### src/rtl/residue_clkgen_pkg.sv
package residue_clkgen_pkg;

  typedef enum logic {
    LVL_LOW  = 1'b0,
    LVL_HIGH = 1'b1
  } level_e;

  // Clamp a residue slice into the open interval (0, fs) and orient it to the new level.
  function automatic int unsigned interp_code(input int unsigned resid_top,
                                              input int unsigned fs,
                                              input bit          rising);
    int unsigned u;
    u = resid_top;
    if (u < 1) u = 1;
    if (u > fs - 1) u = fs - 1;
    return rising ? u : (fs - u);
  endfunction

  // Settled rail value for a level.
  function automatic int unsigned rail_code(input bit high, input int unsigned fs);
    return high ? fs : 0;
  endfunction

endpackage

### src/rtl/residue_clkgen_fcw_reg.sv
module residue_clkgen_fcw_reg #(
  parameter int N = 32
) (
  input  logic         clk,
  input  logic         rst,
  input  logic [N-1:0] fcw_in,
  output logic [N-1:0] fcw_q
);

  always_ff @(posedge clk) begin
    if (rst) fcw_q <= '0;
    else     fcw_q <= fcw_in;
  end

endmodule

### src/rtl/residue_clkgen_phase_acc.sv
module residue_clkgen_phase_acc #(
  parameter int N = 32,
  parameter int D = 4
) (
  input  logic         clk,
  input  logic         rst,
  input  logic [N-1:0] fcw,
  output logic         wrap_w,
  output logic [D-1:0] resid_top_w,
  output logic         carry_q
);

  logic [N:0]   sum_w;
  logic [N-1:0] acc_q;

  assign sum_w       = {1'b0, acc_q} + {1'b0, fcw};
  assign wrap_w      = sum_w[N];
  assign resid_top_w = sum_w[N-1 -: D];

  always_ff @(posedge clk) begin
    if (rst) begin
      acc_q   <= '0;
      carry_q <= 1'b0;
    end else begin
      acc_q   <= sum_w[N-1:0];
      carry_q <= sum_w[N];
    end
  end

  // a carry pulse coincides with the stored phase moving backwards
  a_r2_carry_means_wrap: assert property (@(posedge clk) disable iff (rst)
    carry_q |-> (acc_q < $past(acc_q)));
  a_r2_no_carry_no_wrap: assert property (@(posedge clk) disable iff (rst)
    !carry_q |-> (acc_q >= $past(acc_q)));

endmodule

### src/rtl/residue_clkgen_code_seq.sv
module residue_clkgen_code_seq
  import residue_clkgen_pkg::*;
#(
  parameter int D = 4
) (
  input  logic         clk,
  input  logic         rst,
  input  logic         wrap,
  input  logic [D-1:0] resid_top,
  output logic [D-1:0] code_q,
  output logic         level_q
);

  localparam int unsigned FS = (1 << D) - 1;
  localparam logic [D-1:0] FS_CODE = D'(FS);

  level_e lvl_q;
  logic   rising_w;

  assign rising_w = (lvl_q == LVL_LOW);
  assign level_q  = (lvl_q == LVL_HIGH);

  always_ff @(posedge clk) begin
    if (rst) begin
      lvl_q  <= LVL_LOW;
      code_q <= '0;
    end else if (wrap) begin
      lvl_q  <= rising_w ? LVL_HIGH : LVL_LOW;
      code_q <= D'(interp_code(int'(resid_top), FS, rising_w));
    end else begin
      code_q <= D'(rail_code(level_q, FS));
    end
  end

  // level flips on a wrap, otherwise holds
  a_r4_level_flips: assert property (@(posedge clk) disable iff (rst)
    wrap |=> (level_q != $past(level_q)));
  a_r4_level_holds: assert property (@(posedge clk) disable iff (rst)
    !wrap |=> $stable(level_q));
  // the wrap cycle leaves neither rail
  a_r5_mid_level: assert property (@(posedge clk) disable iff (rst)
    wrap |=> (code_q != '0 && code_q != FS_CODE));
  // without a wrap the code lands on the rail of the level
  a_r6_settle: assert property (@(posedge clk) disable iff (rst)
    !wrap |=> (code_q == (level_q ? FS_CODE : '0)));
  // no rail-to-rail step
  a_r7_no_rise_jump: assert property (@(posedge clk) disable iff (rst)
    (code_q == '0) |=> (code_q != FS_CODE));
  a_r7_no_fall_jump: assert property (@(posedge clk) disable iff (rst)
    (code_q == FS_CODE) |=> (code_q != '0));

endmodule

### src/rtl/residue_clkgen.sv
module residue_clkgen #(
  parameter int N = 32,
  parameter int D = 4
) (
  input  logic         clk,
  input  logic         rst,
  input  logic [N-1:0] fcw_in,
  output logic [D-1:0] code_o,
  output logic         level_o,
  output logic         carry_o
);

  logic [N-1:0] fcw_q;
  logic         wrap_w;
  logic [D-1:0] resid_top_w;

  residue_clkgen_fcw_reg #(.N(N)) u_fcw (
    .clk    (clk),
    .rst    (rst),
    .fcw_in (fcw_in),
    .fcw_q  (fcw_q)
  );

  residue_clkgen_phase_acc #(.N(N), .D(D)) u_acc (
    .clk         (clk),
    .rst         (rst),
    .fcw         (fcw_q),
    .wrap_w      (wrap_w),
    .resid_top_w (resid_top_w),
    .carry_q     (carry_o)
  );

  residue_clkgen_code_seq #(.D(D)) u_seq (
    .clk       (clk),
    .rst       (rst),
    .wrap      (wrap_w),
    .resid_top (resid_top_w),
    .code_q    (code_o),
    .level_q   (level_o)
  );

  // the carry pulse and the level change share an edge
  a_r8_carry_with_level: assert property (@(posedge clk) disable iff (rst)
    carry_o |-> (level_o != $past(level_o)));
  // held reset leaves all outputs idle
  a_r1_reset_idle: assert property (@(posedge clk)
    $past(rst) |-> (code_o == '0 && !level_o && !carry_o));

endmodule

### config.mk
export PLATFORM = sky130hd
export DESIGN_NAME = residue_clkgen
export DESIGN_NICKNAME = d
export VERILOG_FILES = /design/src/rtl/residue_clkgen_pkg.sv /design/src/rtl/residue_clkgen_fcw_reg.sv /design/src/rtl/residue_clkgen_phase_acc.sv /design/src/rtl/residue_clkgen_code_seq.sv /design/src/rtl/residue_clkgen.sv
export SDC_FILE = /design/constraint.sdc
export NUM_CORES = 1
export LEC_CHECK = 0
export BUFFER_PORTS_ARGS = -buffer_cell sky130_fd_sc_hd__buf_2
export CORE_ASPECT_RATIO = 1.1
export CORE_UTILIZATION = 50
export DETAILED_ROUTE_END_ITERATION = 8
export PLACE_DENSITY = 0.78
export RECOVER_POWER = 50
export SLEW_MARGIN = 5
export SYNTH_ARGS = -nofsm -noshare
export SYNTH_HDL_FRONTEND = slang
export SYNTH_SLANG_ARGS = --single-unit
### constraint.sdc
create_clock -name clk -period 3.9 [get_ports clk]
set_input_delay 0.39 -clock clk [delete_from_list [all_inputs] [get_ports clk]]
set_output_delay 0.39 -clock clk [all_outputs]
set_load 0.01 [all_outputs]
==> flow_summary.ini <==
[run_status]
status = finished, violations left
violations = max-capacitance violations, max-slew violations

[global_routing]
grt_max_degree = 41
overflow = 0
grt_usage_pct = 19.7
grt_first_pass_wirelength_um = 11000
antenna_found_initial = 0
grt_pass1_vias = 2667

[route]
postRouteWirelength_um = 6530
drt_pass1_iterations = 4
drc_errors = 0
vias = 2781
wl_per_cell_um = 12.7
first_iter_violations = 198
drt-vias-per-instance = 5.42
ant_nets = 0

[cts]
postCtsHoldBufs = 0
cts_sinks = 70
cts_resized = 0
clk_latency_ns = 0.35
cts_buffers = 9
h-tree-depth = 3
cts_setup_buffers = 0
clock_path_buffers = 2
cts_tree = yes
clock-root-buffer = clkbuf_8
cts.reportedPaths.clkPinSlew_ns = 0.08

[worst_setup_path]
worstPathCellList = ha_1, fa_1, a211oi_1, o21ai_1, o311ai_1, and4b_1, or2_1, o31ai_1, a2111oi_2, o21ai_1, o211ai_2, mux2_4
r2r_start = u_fcw.fcw_q[0]
criticalPathCategory = register to register
crit_buf_inv = 0
rr_endpoint = u_seq.code_q[0]
crit_path_max_fanout = 4
slowest_stage = a2111oi_2
critPathTopFamily = compound AO/OA/AOI/OAI gates
critPathMaxStageDelay_ns = 0.48
crit_arrival_ns = 3.62
crit_top_cell = o21ai_1
regToRegSetupSlack_ns = 0.52
startpoint_type = register
end_kind = register
crit_required_ns = 4.14
reg2reg_depth = 12

[sta]
final_max_slew_viol_count = 41
slew_headroom_pct = -12.3
setup_violations = 0
clock_skew_ns = 0.0119
tns_ns = 0
min_period_over_period_pct = 86.6
worst_pin_slew_ns = 1.68
fin_crit_ns = 3.38
rsz0062_at_grt = false
fmax_ghz = 0.296
final-hold-violation-count = 0

[layout]
nets = 493
num_antenna_cells = 0
drive_gt1_share_pct = 14.4
area.growth.synth_to_final_pct = 13.8

[logic_synthesis]
ys_seq_elements = 70
yosysTopAreaCell = dfxtp_1
ys_seq_area_share_pct = 40.2
postSynthCellCount = 386
synthArstFlopShare_pct = 0
synth_edf_count = 0
synth_area_mm2 = 0.00349
ys.flop_type = dfxtp_1
syn-num-nets = 453
syn_area_per_cell_um2 = 9.04
synth_top_area_share_pct = 40.2
yosysMostFrequentCell = dfxtp_1
yosys_warnings = 0
netlist_top_cells_area = dfxtp_1 40%, ha_1 11%, nor2b_1 7.2%
synth_cell_types = 51
netlist_top_cells_count = 70 x dfxtp_1, 44 x nor2_1, 40 x nor2b_1

[min_path]
hold_end = u_fcw.fcw_q[0]
min-delay-start = fcw_in[0]
hold_depth = 2
worstHoldPathType = primary input to register

[power]
totalPowerFinal_uw = 1980
power_density_mw_per_mm2 = 498
leakage_uw = 0.00171
ir_drop_v = 0.000321

[floorplan]
start_util_pct = 52.3
chipHeight_um = 89.6
die_w_um = 81.6
io_pins = 40
row_count = 31
die_area_mm2 = 0.00732
core_area_mm2 = 0.00667

[place]
gp_congestion = 0.894
portBuffers = 39
dp_hpwl_um = 4730

[flow_run]
drv_cap = 1
==> how the worst max path moves through the flow <==
stage	depth (start not counted)	start	endpoint	slack [ns]
3_3_place_gp	12	u_fcw.fcw_q[0]	u_seq.code_q[0]	0.71
2_1_floorplan	12	u_fcw.fcw_q[0]	u_seq.code_q[0]	0.85
6_report	12	u_fcw.fcw_q[0]	u_seq.code_q[0]	0.52
3_5_place_dp	12	u_fcw.fcw_q[0]	u_seq.code_q[0]	0.61
4_1_cts	12	u_fcw.fcw_q[0]	u_seq.code_q[0]	0.52
5_1_grt	12	u_fcw.fcw_q[0]	u_seq.code_q[0]	0.29
==> kinds of logic (layout without fill, tap and decap cells) <==
family | Yosys count | count (layout) | synth area share, %
AND/OR/NAND/NOR | 137 | 137 | 20.0
flip-flops | 70 | 70 | 40.2
buffers and inverters | 22 | 67 | 2.44
multiplexers | 1 | 1 | 0.430
adder cells (fa/ha/maj) | 33 | 33 | 12.1
AO/OA/AOI/OAI | 94 | 94 | 17.6
XOR/XNOR | 29 | 29 | 7.28
==> state kept, by name, summed over array words and instances (netlist names) <==
signal         cells
u_fcw.fcw_q       32
u_acc.carry_q      1
u_seq.level_q      1
u_acc.acc_q       32
u_seq.code_q       4
==> cell type report <==
type	instances	area (um2)
clock inverters	6	93.8
clock buffers	10	138
flip-flops and latches	70	1400
well taps	82	103
repair buffers	40	191
multi-input cells	294	2000
fillers	616	2700
inverters	11	41.3
==> layout by cell type (no fill, tap or decap), drive strengths merged, types with 3 or more instances in the layout <==
master,netlist,layout
nand2,21,21
dfxtp,70,70
clkbuf,9,17
ha,32,32
o31ai,3,3
a21oi,36,36
nor2,44,44
nand3,8,8
o21ai,24,24
o211ai,4,4
nor2b,40,40
or3,4,4
xnor2,15,15
inv,11,12
buf,2,33
nor3,3,3
a31oi,4,4
a21o,5,5
nand4,5,5
xor2,14,14
==> through the flow <==
stage	area [um2]	worst slack (ns)	util (%)	cells	hold WS, ns
after global placement	3750	0.711	56.2	497	0.534
after global routing	3970	0.288	59.5	513	0.243
after floorplan	3490	0.854	-	386	0.518
after CTS	3980	0.523	59.7	513	0.240
final	3970	0.523	59.5	513	0.243
after detailed placement	3750	0.613	56.2	497	0.552
==> per-layer routing <==
metal	vias up	wire, um	GRT usage [%]	share of wire [%]
met5	-	0	0	0
met4	0	153	9.73	2.3
li1	1425	-	-	-
met3	18	278	4.44	4.3
met2	65	3200	34.8	49
met1	1273	2900	22.2	44
==> report_power, final <==
part | internal (uW) | leakage, uW | switching (uW) | total (uW)
combinational | 208 | 0.00101 | 287 | 495
clock | 382 | 0.000113 | 281 | 662
sequential | 794 | 0.000580 | 26.7 | 821
(Power assumes the default switching activity.)
